File: src/rtl/pwmtc_pkg.sv
`timescale 1ns/1ps
package pwmtc_pkg;
  // control word bit positions (software visible)
  localparam int CB_RUN   = 0;
  localparam int CB_EXT   = 1;
  localparam int CB_FALL  = 2;
  localparam int CB_OUTEN = 3;
  localparam int CB_SHOT  = 4;
  localparam int CB_IEN   = 5;
  localparam int CB_PEND  = 6;
  localparam int CB_HOLD  = 7;
  localparam int CB_CAP   = 8;
  localparam int CTRL_W   = 9;

  typedef enum logic [1:0] {
    IX_COUNT = 2'd0,
    IX_HIGH  = 2'd1,
    IX_LOW   = 2'd2,
    IX_CTRL  = 2'd3
  } reg_ix_t;
endpackage

File: src/rtl/pwmtc_edge.sv
`timescale 1ns/1ps
module pwmtc_edge (
  input  logic clk,
  input  logic rst,
  input  logic sig_i,
  input  logic fall_i,
  output logic edge_o
);
  logic prev_q;

  always_ff @(posedge clk) begin
    if (rst) prev_q <= 1'b0;
    else     prev_q <= sig_i;
  end

  assign edge_o = fall_i ? (prev_q & ~sig_i) : (~prev_q & sig_i);
endmodule

File: src/rtl/pwmtc_core.sv
`timescale 1ns/1ps
module pwmtc_core #(
  parameter int DW = 32
) (
  input  logic          clk,
  input  logic          rst,
  input  logic          active_i,
  input  logic          tick_i,
  input  logic          hold_i,
  input  logic          load_i,
  input  logic [DW-1:0] load_val_i,
  input  logic [DW-1:0] hi_i,
  input  logic [DW-1:0] lo_i,
  output logic [DW-1:0] cnt_o,
  output logic          pwm_o,
  output logic          wrap_o
);
  logic [DW-1:0] cnt_q, cnt_n, nxt;
  logic          adv, hit, pwm_q;

  always_comb begin
    nxt = cnt_q + 1'b1;
    adv = active_i & tick_i & ~hold_i & ~load_i;
    hit = (nxt == lo_i);
    if (hold_i)      cnt_n = '0;
    else if (load_i) cnt_n = load_val_i;
    else if (adv)    cnt_n = hit ? '0 : nxt;
    else             cnt_n = cnt_q;
  end

  assign wrap_o = adv & hit;

  always_ff @(posedge clk) begin
    if (rst) begin
      cnt_q <= '0;
      pwm_q <= 1'b0;
    end else begin
      cnt_q <= cnt_n;
      pwm_q <= active_i && (cnt_n >= hi_i) && (cnt_n < lo_i);
    end
  end

  assign cnt_o = cnt_q;
  assign pwm_o = pwm_q;
endmodule

File: src/rtl/pwmtc_regs.sv
`timescale 1ns/1ps
module pwmtc_regs
  import pwmtc_pkg::*;
#(
  parameter int DW = 32,
  parameter int AW = 4
) (
  input  logic          clk,
  input  logic          rst,
  input  logic          wr_i,
  input  logic [AW-1:0] addr_i,
  input  logic [DW-1:0] wdata_i,
  input  logic [DW-1:0] cnt_i,
  input  logic          wrap_i,
  input  logic          cap_edge_i,
  output logic [DW-1:0] hi_o,
  output logic [DW-1:0] lo_o,
  output logic          active_o,
  output logic          ext_o,
  output logic          fall_o,
  output logic          hold_o,
  output logic          irq_o,
  output logic          cnt_load_o,
  output logic [DW-1:0] rdata_o
);
  logic              mapped;
  reg_ix_t           ix;
  logic [DW-1:0]     hi_q, lo_q, rd_q;
  logic [CTRL_W-1:0] ctrl_q;
  logic              wr_hi, wr_lo, wr_ctrl;

  generate
    if (AW > 2) begin : g_dec
      assign mapped = (addr_i[AW-1:2] == '0);
    end else begin : g_full
      assign mapped = 1'b1;
    end
  endgenerate

  assign ix         = reg_ix_t'(addr_i[1:0]);
  assign cnt_load_o = wr_i & mapped & (ix == IX_COUNT);
  assign wr_hi      = wr_i & mapped & (ix == IX_HIGH);
  assign wr_lo      = wr_i & mapped & (ix == IX_LOW);
  assign wr_ctrl    = wr_i & mapped & (ix == IX_CTRL);

  always_ff @(posedge clk) begin
    if (rst) begin
      hi_q <= '0;
      lo_q <= '0;
    end else begin
      if (wr_hi)                          hi_q <= wdata_i;
      else if (ctrl_q[CB_CAP] && cap_edge_i) hi_q <= cnt_i;
      if (wr_lo) lo_q <= wdata_i;
    end
  end

  always_ff @(posedge clk) begin
    if (rst) begin
      ctrl_q <= '0;
    end else begin
      if (wr_ctrl) ctrl_q <= wdata_i[CTRL_W-1:0];
      else if (wrap_i && ctrl_q[CB_SHOT]) ctrl_q[CB_RUN] <= 1'b0;
      ctrl_q[CB_PEND] <= wrap_i | (ctrl_q[CB_PEND] & ~(wr_ctrl & wdata_i[CB_PEND]));
    end
  end

  always_ff @(posedge clk) begin
    if (rst || !mapped) rd_q <= '0;
    else begin
      case (ix)
        IX_COUNT: rd_q <= cnt_i;
        IX_HIGH:  rd_q <= hi_q;
        IX_LOW:   rd_q <= lo_q;
        default:  rd_q <= {{(DW-CTRL_W){1'b0}}, ctrl_q};
      endcase
    end
  end

  assign hi_o     = hi_q;
  assign lo_o     = lo_q;
  assign active_o = ctrl_q[CB_RUN] & ctrl_q[CB_OUTEN];
  assign ext_o    = ctrl_q[CB_EXT];
  assign fall_o   = ctrl_q[CB_FALL];
  assign hold_o   = ctrl_q[CB_HOLD];
  assign irq_o    = ctrl_q[CB_PEND] & ctrl_q[CB_IEN];
  assign rdata_o  = rd_q;
endmodule

File: src/rtl/pwmtc_chan.sv
`timescale 1ns/1ps
module pwmtc_chan #(
  parameter int DW = 32,
  parameter int AW = 4
) (
  input  logic          clk,
  input  logic          rst,
  input  logic          bus_wr,
  input  logic [AW-1:0] bus_addr,
  input  logic [DW-1:0] bus_wdata,
  output logic [DW-1:0] bus_rdata,
  input  logic          ext_tick_in,
  input  logic          cap_in,
  output logic          pwm_out,
  output logic          irq_out
);
  localparam int N_EDGE = 2;

  logic [DW-1:0]     cnt_w, hi_w, lo_w;
  logic              active_w, ext_w, fall_w, hold_w, load_w, wrap_w, tick_w;
  logic [N_EDGE-1:0] edge_src, edge_hit;

  assign edge_src = {cap_in, ext_tick_in};

  generate
    for (genvar g = 0; g < N_EDGE; g++) begin : g_edge
      pwmtc_edge edge_i (
        .clk    (clk),
        .rst    (rst),
        .sig_i  (edge_src[g]),
        .fall_i (fall_w),
        .edge_o (edge_hit[g])
      );
    end
  endgenerate

  assign tick_w = ext_w ? edge_hit[0] : 1'b1;

  pwmtc_regs #(.DW(DW), .AW(AW)) regs_i (
    .clk        (clk),
    .rst        (rst),
    .wr_i       (bus_wr),
    .addr_i     (bus_addr),
    .wdata_i    (bus_wdata),
    .cnt_i      (cnt_w),
    .wrap_i     (wrap_w),
    .cap_edge_i (edge_hit[1]),
    .hi_o       (hi_w),
    .lo_o       (lo_w),
    .active_o   (active_w),
    .ext_o      (ext_w),
    .fall_o     (fall_w),
    .hold_o     (hold_w),
    .irq_o      (irq_out),
    .cnt_load_o (load_w),
    .rdata_o    (bus_rdata)
  );

  pwmtc_core #(.DW(DW)) core_i (
    .clk        (clk),
    .rst        (rst),
    .active_i   (active_w),
    .tick_i     (tick_w),
    .hold_i     (hold_w),
    .load_i     (load_w),
    .load_val_i (bus_wdata),
    .hi_i       (hi_w),
    .lo_i       (lo_w),
    .cnt_o      (cnt_w),
    .pwm_o      (pwm_out),
    .wrap_o     (wrap_w)
  );
endmodule

File: config.mk
export PLATFORM = sky130hd
export DESIGN_NAME = pwmtc_chan
export DESIGN_NICKNAME = d
export VERILOG_FILES = /design/src/rtl/pwmtc_pkg.sv /design/src/rtl/pwmtc_edge.sv /design/src/rtl/pwmtc_core.sv /design/src/rtl/pwmtc_regs.sv /design/src/rtl/pwmtc_chan.sv
export SDC_FILE = /design/constraint.sdc
export NUM_CORES = 1
export LEC_CHECK = 0
export ABC_CLOCK_PERIOD_IN_PS = 6800
export BUFFER_PORTS_ARGS = -buffer_cell sky130_fd_sc_hd__buf_2
export CAP_MARGIN = 5
export CORE_MARGIN = 2
export CORE_UTILIZATION = 60
export CTS_BUF_LIST = sky130_fd_sc_hd__clkbuf_16
export DETAILED_ROUTE_END_ITERATION = 16
export PLACE_DENSITY = 0.78
export SLEW_MARGIN = 20
export SYNTH_ARGS = -nofsm -noshare
export SYNTH_HDL_FRONTEND = slang
export SYNTH_SLANG_ARGS = --single-unit
File: constraint.sdc
create_clock -name clk -period 6.8 [get_ports clk]
set_input_delay 2.04 -clock clk [delete_from_list [all_inputs] [get_ports clk]]
set_output_delay 2.04 -clock clk [all_outputs]
set_load 0.005 [all_outputs]
After elaboration in Yosys (flattened, before gate mapping) --
Index checks and enable logic that the tools add are counted.
Storage, ports and cells: bits in registers 140, bits of input ports 41, logic and storage cells 64
Operators by class: add/subtract/negate cells 1, order comparisons 2, equal/unequal tests 4, muxes and demuxes 12, bitwise gates (word level) 25, reductions and logical operators 10
Operators by type and width (number):
- two-way mux 32 bit | 6
- one-hot mux 32 bit (3 select lines) | 1
- adder 32 x 1 -> 32 bit, second input constant | 1
- equality test 32 bit | 1
- >= comparator 32 bit | 1
- less-than comparator 32 bit | 1
- bitwise AND 1 bit | 17
- inverter 1 bit | 7
- two-way mux 1 bit | 5
- equality test 2 bit, second input constant | 2
- logical AND 1 bit | 4
- zero test 2 bit | 2
- nonzero test 2 bit | 2
- equality test 2 x 1 -> 1 bit, second input constant | 1
- zero test 1 bit | 1
- logical OR 1 bit | 1
- OR 1 bit | 1

Longest topological paths before layout --
Gate-level depths: netlist of the first run.
depth after elaboration 13, mapped depth 23, mapped depth without buffers 20

Hierarchy --
From an unflattened synthesis of the first run, not the netlist that was laid out.
Unflattened totals: cells, all modules 1175, area, all modules 9993.3 µm²
By module, submodules not included:
- pwmtc_core | times used 1, cells each 704, area an instance 5096.1 µm²
- pwmtc_regs | times used 1, cells each 460, area an instance 4793.3 µm²
- pwmtc_edge | times used 2, cells each 5, area an instance 48.8 µm²
- pwmtc_chan | times used 1, cells each 1, area an instance 6.3 µm²

Worst setup path before layout of the first run --
No wires, ideal clock.
kind input -> register, start in bus_addr[1], end reg core_i.pwm_q, in the netlist core_i.pwm_o, arrival 5526 ps, data required time 6741 ps, slack 1215 ps, stages on the path 19, cells stage by stage clkbuf_1 > nor2_1 > nand2_1 > clkbuf_1 > nand3_1 > clkbuf_1 > clkbuf_1 > a221oi_2 > nor3_1 > ha_1 > a21o_1 > a21o_1 > a21oi_1 > o21ai_0 > a211oi_1 > o22ai_1 > nor4_1 > o31a_1 > o31a_1
On the way: word-level cells in the longest chain between the ends 10
Ends and longest elaborated chain:
- start: declaration | line pwmtc_chan.sv:9 | input logic [AW-1:0] bus_addr,
- zero test 2 bit (*) | line pwmtc_regs.sv:41 | assign cnt_load_o = wr_i & mapped & (ix == IX_COUNT);
- bitwise AND 1 bit (*) | line pwmtc_regs.sv:41
- inverter 1 bit | line pwmtc_core.sv:23 | adv = active_i & tick_i & ~hold_i & ~load_i;
- bitwise AND 1 bit | line pwmtc_core.sv:23
- two-way mux 32 bit | line pwmtc_core.sv:27 | else if (adv) cnt_n = hit ? '0 : nxt;
- two-way mux 32 bit (*) | line pwmtc_core.sv:26 | else if (load_i) cnt_n = load_val_i;
- two-way mux 32 bit (*) | line pwmtc_core.sv:25 | if (hold_i) cnt_n = '0;
- named net core_i.cnt_n[17] | line pwmtc_core.sv:18 | logic [DW-1:0] cnt_q, cnt_n, nxt;
- >= comparator 32 bit | line pwmtc_core.sv:39 | pwm_q <= active_i && (cnt_n >= hi_i) && (cnt_n < lo_i);
- logical AND 1 bit | line pwmtc_core.sv:39
- logical AND 1 bit (*) | line pwmtc_core.sv:39
- end signal: assignment | line pwmtc_core.sv:39
- end: declaration | line pwmtc_core.sv:19 | logic adv, hit, pwm_q;
The timed path passes the listed nets; every way through them passes the cells marked *. A chain may end at the register's enable or synchronous reset.

Worst setup path after layout of the first run --
start reg core_i.cnt_q[0], in the netlist core_i.cnt_o[0], end reg core_i.pwm_q, in the netlist core_i.pwm_o
On the way: word-level cells in the longest chain between the ends 9
Ends and longest elaborated chain:
- start: declaration | line pwmtc_core.sv:18
- start signal: assignment | line pwmtc_core.sv:38 | cnt_q <= cnt_n;
- adder 32 x 1 -> 32 bit (*) | line pwmtc_core.sv:22 | nxt = cnt_q + 1'b1;
- equality test 32 bit | line pwmtc_core.sv:24 | hit = (nxt == lo_i);
- two-way mux 32 bit (*) (2 in series) | line pwmtc_core.sv:27
- two-way mux 32 bit (*) | line pwmtc_core.sv:26
- two-way mux 32 bit (*) | line pwmtc_core.sv:25
- named net core_i.cnt_n[9] | line pwmtc_core.sv:18
- >= comparator 32 bit | line pwmtc_core.sv:39
- logical AND 1 bit | line pwmtc_core.sv:39
- logical AND 1 bit (*) | line pwmtc_core.sv:39
Marks and branches as above.

==> results of run 1 <==
==> cells in the mapped netlist, types with 12 or more instances <==
cell type / instances / area share
a211oi_1: 16 / 0.012
a21o_1: 23 / 0.018
a21oi_1: 98 / 0.051
a221oi_2: 16 / 0.025
a311oi_1: 32 / 0.029
buf_1: 12 / 0.0047
buf_2: 14 / 0.0073
clkbuf_1: 70 / 0.027
dfxtp_1: 140 / 0.29
ha_1: 64 / 0.083
inv_1: 73 / 0.028
mux2i_1: 35 / 0.036
nand2_1: 144 / 0.056
nand3_1: 66 / 0.034
nand4_1: 22 / 0.014
nor2_1: 144 / 0.056
nor2b_1: 16 / 0.010
nor3_1: 60 / 0.031
nor4_1: 12 / 0.0078
o21ai_0: 22 / 0.011
xnor2_1: 31 / 0.028
xor2_1: 13 / 0.012
==> metrics by stage <==
stage / std cells / util / area (um2) / setup slack [ps] / hold WS (ps)
4_1_cts: 1488 / 0.673 / 10600 / 1110 / 504
5_1_grt: 1488 / 0.674 / 10600 / 681 / 528
2_1_floorplan: 1250 / - / 9630 / 1220 / 458
6_report: 1488 / 0.674 / 10600 / 985 / 503
3_5_place_dp: 1456 / 0.635 / 10000 / 1020 / 492
3_3_place_gp: 1456 / 0.635 / 10000 / 1050 / 477
==> sequential cells by signal, indices dropped and copies added, names as in the netlist <==
name	cells
core_i.cnt_o	32
regs_i.rdata_o	32
g_edge.edge_i.prev_q	2
regs_i.lo_o	32
core_i.pwm_o	1
regs_i.ctrl_q	9
regs_i.hi_o	32
==> area by class of cell <==
| class | count | area (um2) | area share |
|---|---|---|---|
| inverters | 73 | 274 | 0.0258 |
| flip-flops and latches | 140 | 2800 | 0.264 |
| multi-input cells | 931 | 6120 | 0.576 |
| clock inverters | 15 | 181 | 0.0171 |
| clock buffers | 17 | 425 | 0.0401 |
| well taps | 216 | 270 | 0.0254 |
| repair buffers | 96 | 548 | 0.0516 |
==> where the power goes <==
group          internal (mW)  switching, mW
clock network          0.606          0.365
logic                  0.235          0.318
registers              0.848         0.0598
total                   1.69          0.743
==> path summary, 6_finish.rpt <==
path	start	to	slack, ps	cells past startpoint
min reg2reg	regs_i.lo_o[13]$_SDFFE_PP0P_	regs_i.lo_o[13]$_SDFFE_PP0P_	500	2
max	core_i.cnt_o[0]$_SDFF_PP0_	core_i.pwm_o$_SDFF_PP0_	990	22
max reg2reg	core_i.cnt_o[0]$_SDFF_PP0_	core_i.pwm_o$_SDFF_PP0_	990	22
min	regs_i.lo_o[13]$_SDFFE_PP0P_	regs_i.lo_o[13]$_SDFFE_PP0P_	500	2
==> layer usage <==
layer,part of all wire,routed length (um),track usage,up-vias
li1,-,-,-,4452
met1,0.44,12500,0.470,4372
met2,0.45,12600,0.531,505
met3,0.088,2470,0.0562,51
met4,0.019,527,0.106,0
met5,0,0,0,-
==> layout by cell type (no fill, tap or decap), drive strengths merged, types with 7 or more instances in the layout <==
cell type and count:
o22ai 8, nand2 146, buf 96, nor2 144, nor4 17, nand4 23, xnor2 31, nand3 67
a21oi 99, and4 9, clkinv 7, clkbuf 17, a221oi 16, a311oi 32, mux2i 35, nor2b 16
ha 64, and3 9, o211ai 9, nor3 61, inv 75, xor2 13, dfxtp 140, mux4 9
a21o 23, a211oi 16, o21ai 22
==> cells by family (layout without fill, tap and decap cells) <==
| family | after synthesis | after routing | synth area share |
|---|---|---|---|
| and+or+nand+nor | 522 | 522 | 0.265 |
| buffers and inverters | 179 | 201 | 0.0763 |
| adders and majority gates | 64 | 64 | 0.0832 |
| DFF | 140 | 140 | 0.291 |
| AOI/OAI and AO/OA | 255 | 255 | 0.185 |
| muxes | 46 | 46 | 0.0598 |
| xor gates and xnor gates | 44 | 44 | 0.0400 |
==> worst reg2reg max path: cells and delay by family, from the launching register on <==
family          cells  cell delay, ps
compound gates     11            2120
fa+ha+maj           2             690
buf+inv             2             470
flops               1             510
simple gates        7            1970
==> out/results.tsv, run 1 <==
stage	metric	value	unit
die	die_w	131	um
die	pin_count	75	
die	start_util	0.610	
synth	yosysSeqAreaShare	0.291	
critical_path	crit_family	compound AO/OA/AOI/OAI gates	
sta	slew_headroom	0.358	
finish	drive_above_1_share	0.138	
critical_path	slowest_stage	dfxtp_1	
critical_path	path_buf_inv	2	
route	wl_per_cell	18.9	um
die	fp.coreArea	15800	um2
finish	antenna_cells	0	
sta	hold_viol	0	
synth	syn_nets	1355	
global_route	antenna_found_initial	0	
place	place_hpwl	19700	um
synth	synth_edf_count	0	
power_and_ir_drop	max-vdd-ir-drop	0.169	mV
synth	synth_warnings	0	
sta	rsz0062_at_grt	false	
global_route	grt_pass1_vias	8643	
synth	synth_cells	1250	
clocking	clk_pin_slew	60	ps
power_and_ir_drop	powerDensity	229	nW/um2
critical_path	cp.arrival	6180	ps
sta	clock.fmax	172	MHz
sta	tns	0	ps
outcome	status	finished clean	
synth	synth-main-ff-cell	dfxtp_1	
critical_path	crit_path_end_kind	register	
clocking	cts_tree	done	
critical_path	slowest_delay	510	ps
sta	maxSlewViolCount	0	
min_path	hold_class	reg -> reg	
synth	postSynthAreaPerCell	7.70	um2
place	portBuffers	74	
power_and_ir_drop	p_total	2.43	mW
sta	setup_viol	0	
critical_path	worst_ep_required_time	7160	ps
clocking	cts_max_path_buffers	2	
global_route	grt_pass1_wl	45200	um
finish	fillers	1382	
sta	min_period	5810	ps
route	ant_nets	0	
flow_run	drv_cap	0	
critical_path	path_cells	ha_1 -> and3_1 -> nand4_1 -> o21ai_0 -> o211ai_1 -> or4_4 -> nor4_4 -> buf_4 -> nand2_2 -> buf_4 -> a221oi_2 -> nor3_1 -> ha_1 -> a21o_1 -> a21o_1 -> a21o_1 -> a21o_1 -> a21oi_1 -> o22ai_1 -> nor4_1 -> o31a_1 -> o31a_1	
clocking	ctsHoldBuffers	0	
clocking	cts.repair.resized	0	
critical_path	crit_type	reg -> reg	
clocking	post_cts_buffers	0	
finish	finalNetCount	1364	
die	rows	46	
finish	syn_to_final_growth	10.3	%
power_and_ir_drop	leakage	4.02	nW
clocking	numCtsBuffers	17	
global_route	gr-total-overflow	0	
global_route	track_usage	0.336	
critical_path	crit_path_max_fanout	12	
die	die-area	17100	um2
route	viasPerCell	6.30	
synth	synthArstFlopShare	0	
route	via_count	9380	
die	die_height	131	um
critical_path	startpoint_type	register	
clocking	cts.sinks	140	
synth	synthesis.area	9630	um2
clocking	cts-htree-levels	4	
critical_path	path_common_cell	a21o_1	
sta	worst-slew-pin-transition	962	ps
synth	ys_types	60	
route	drt_iter0_markers	1077	
route	drt_pre_antenna_iters	6	
place	gp_congestion	0.985	
global_route	grt_max_degree	65	
clocking	clk_latency	430	ps
synth	ys_seq_elements	140	
route	route.detailed.drc	0	
route	drt-total-wl	28100	um
sta	fin_skew	9.74	ps
sta	final.period_utilization	0.855	
clocking	cts_root_buffer	clkbuf_16	
Power figures use the tool's default switching activity.
==> run 2, diff against run 1 <==
- BUFFER_PORTS_ARGS: -buffer_cell sky130_fd_sc_hd__buf_2 -> -buffer_cell sky130_fd_sc_hd__buf_4
- CORE_UTILIZATION: 60 -> 38
- PLACE_DENSITY: 0.78 -> 0.53
==> run 2 against run 1 <==
Clock skew barely moved. Global-route usage shrank 10 points. Critical path type unchanged. Worst setup slack improved by 190 ps. Largest cell class unchanged. First-iteration DRC count down 44%. Via count is 4.2% lower.
==> out/results.tsv, run 2 (same netlist as run 1, synthesis figures left out) <==
stage	metric	value	unit	change
global_route	grt_pass1_wl	48300	um	was 45200 um
sta	slew_headroom	0.369		was 0.358
sta	final.period_utilization	0.827		was 0.855
global_route	grt_pass1_vias	8504		was 8643
die	die-area	26600	um2	was 17100 um2
clocking	cts.repair.resized	0		unchanged
clocking	cts-htree-levels	4		unchanged
power_and_ir_drop	leakage	4.00	nW	was 4.02 nW
critical_path	worst_ep_required_time	7170	ps	was 7160 ps
sta	holdWs	495	ps	was 503 ps
sta	setup_viol	0		unchanged
route	drt-total-wl	30100	um	was 28100 um
route	drt_pre_antenna_iters	5		was 6
place	dpl_cell_area	10300	um2	was 10000 um2
die	pin_count	75		unchanged
route	drt_iter0_markers	600		was 1077
critical_path	slowest_stage	dfxtp_1		unchanged
critical_path	crit_path_end_kind	register		unchanged
clocking	cts_tree	done		unchanged
sta	hold_viol	0		unchanged
die	rows	58		was 46
finish	layout_commonest_cell	nor2_1		unchanged
die	die_height	163	um	was 131 um
min_path	hold_class	reg -> reg		unchanged
outcome	status	finished clean		unchanged
clocking	cts_max_path_buffers	2		unchanged
clocking	post_cts_buffers	0		unchanged
critical_path	r2r_end	core_i.pwm_o$_SDFF_PP0_		unchanged
power_and_ir_drop	seqPwrFrac	0.384		was 0.373
place	gp_congestion	0.940		was 0.985
clocking	clk_latency	430	ps	about the same
power_and_ir_drop	powerDensity	217	nW/um2	was 229 nW/um2
critical_path	path_common_cell	o211ai_1		was a21o_1
flow_run	drv_cap	0		unchanged
power_and_ir_drop	p_switching	0.773	mW	was 0.743 mW
critical_path	slowest_delay	510	ps	about the same
critical_path	crit_cells	19		was 22
finish	finalNonFillerCells	1600		was 1488
critical_path	crit_family	compound AO/OA/AOI/OAI gates		unchanged
route	route.detailed.drc	0		unchanged
clocking	cts.sinks	140		unchanged
power_and_ir_drop	p_int	1.59	mW	was 1.69 mW
power_and_ir_drop	combPwrFrac	0.237		was 0.227
sta	fin_ws	1180	ps	was 985 ps
finish	syn_to_final_growth	12.9	%	was 10.3%
place	dpl.cell_count	1569		was 1456
sta	worst-slew-pin-transition	947	ps	was 962 ps
critical_path	path_cells	ha_1 -> and3_1 -> nand4_1 -> o21ai_0 -> o211ai_1 -> or4_4 -> nor4_4 -> buf_4 -> a21oi_1 -> a211oi_1 -> nor3_1 -> ha_1 -> and4_1 -> o211ai_1 -> a211oi_1 -> o211ai_1 -> a21oi_1 -> o31a_1 -> o31a_1		was ha_1 -> and3_1 -> nand4_1 -> o21ai_0 -> o211ai_1 -> or4_4 -> nor4_4 -> buf_4 -> nand2_2 -> buf_4 -> a221oi_2 -> nor3_1 -> ha_1 -> a21o_1 -> a21o_1 -> a21o_1 -> a21o_1 -> a21oi_1 -> o22ai_1 -> nor4_1 -> o31a_1 -> o31a_1
sta	fin_skew	9.77	ps	was 9.74 ps
min_path	hold_depth	2		unchanged
place	place_hpwl	21200	um	was 19700 um
finish	postLayoutCoreUtil	0.434		was 0.674
route	via_count	8985		was 9380
critical_path	r2r_slack	1180	ps	was 990 ps
global_route	grt_max_degree	80		was 65
sta	maxSlewViolCount	0		unchanged
clocking	clk_pin_slew	60	ps	about the same
die	fp.coreArea	25000	um2	was 15800 um2
place	dp_slack	874	ps	was 1020 ps
global_route	gr-total-overflow	0		unchanged
power_and_ir_drop	max-vdd-ir-drop	0.130	mV	was 0.169 mV
finish	finalNetCount	1363		was 1364
power_and_ir_drop	p_clk_frac	0.378		was 0.399
power_and_ir_drop	switching_share	0.327		was 0.305
finish	stdcell_area	10900	um2	was 10600 um2
sta	rsz0062_at_grt	false		unchanged
route	ant_nets	0		unchanged
die	start_util	0.385		was 0.610
finish	final_cell_mix	nor2_1 (143), nand2_1 (142), dfxtp_1 (140)		unchanged
critical_path	rr_worst_depth	19		was 22
die	die_w	163	um	was 131 um
critical_path	crit_type	reg -> reg		unchanged
critical_path	crit_path_max_fanout	7		was 12
critical_path	startpoint_type	register		unchanged
sta	min_period	5620	ps	was 5810 ps
critical_path	path_buf_inv	1		was 2
route	viasPerCell	5.62		was 6.30
power_and_ir_drop	p_total	2.36	mW	was 2.43 mW
place	portBuffers	74		unchanged
clocking	ctsHoldBuffers	0		unchanged
sta	tns	0	ps	unchanged
critical_path	cp.arrival	5990	ps	was 6180 ps
global_route	antenna_found_initial	0		unchanged
min_path	holdPathEnd	regs_i.ctrl_q[6]$_SDFF_PP0_		was regs_i.lo_o[13]$_SDFFE_PP0P_
finish	drive_above_1_share	0.139		was 0.138
critical_path	r2r-start	core_i.cnt_o[1]$_SDFF_PP0_		was core_i.cnt_o[0]$_SDFF_PP0_
min_path	hp-start	regs_i.ctrl_q[6]$_SDFF_PP0_		was regs_i.lo_o[13]$_SDFFE_PP0P_
route	wl_per_cell	18.8	um	was 18.9 um
finish	antenna_cells	0		unchanged
clocking	cts_root_buffer	clkbuf_16		unchanged
sta	clock.fmax	178	MHz	was 172 MHz
global_route	track_usage	0.231		was 0.336
clocking	numCtsBuffers	17		unchanged
==> run 2: per-layer routing <==
layer / part of all wire / vias up / GRT usage
met2: 0.45 / 211 / 0.365
met3: 0.043 / 31 / 0.0310
met5: 0 / - / 0
met4: 0.016 / 0 / 0.0680
met1: 0.49 / 4280 / 0.327
li1: - / 4463 / -
==> run 2: worst register-to-register path: cells and delay by family, from the launching register on <==
kind	cells	cell delay, ps
AOI/OAI and AO/OA	10	2300
adders and majority gates	2	640
buffers and inverters	1	210
DFF	1	510
and+or+nand+nor	6	1920
==> run 2: layout make-up <==
type,instances,area (um2)
Clock buffer,17,425
Clock inverter,14,123
Fill cell,2558,14200
Inverter,73,274
Multi-Input combinational cell,931,6110
Sequential cell,140,2800
Tap cell,330,413
Timing Repair Buffer,95,713
==> run 2: worst max-delay path by stage <==
stage / from / endpoint
2_1_floorplan: bus_addr[1] / core_i.pwm_o$_SDFF_PP0_
3_3_place_gp: bus_addr[3] / core_i.pwm_o$_SDFF_PP0_
3_5_place_dp: bus_addr[3] / core_i.pwm_o$_SDFF_PP0_
4_1_cts: core_i.cnt_o[0]$_SDFF_PP0_ / core_i.pwm_o$_SDFF_PP0_
5_1_grt: core_i.cnt_o[0]$_SDFF_PP0_ / core_i.pwm_o$_SDFF_PP0_
6_report: core_i.cnt_o[1]$_SDFF_PP0_ / core_i.pwm_o$_SDFF_PP0_
==> run 2: power groups by stage <==
stage | logic, mW | clock network (mW) | registers (mW)
3_3_place_gp | 0.551 | 0 | 0.925
5_1_grt | 0.622 | 0.949 | 0.915
3_5_place_dp | 0.551 | 0 | 0.926
4_1_cts | 0.557 | 0.914 | 0.907
6_report | 0.561 | 0.893 | 0.908
2_1_floorplan | 0.431 | 0 | 0.880
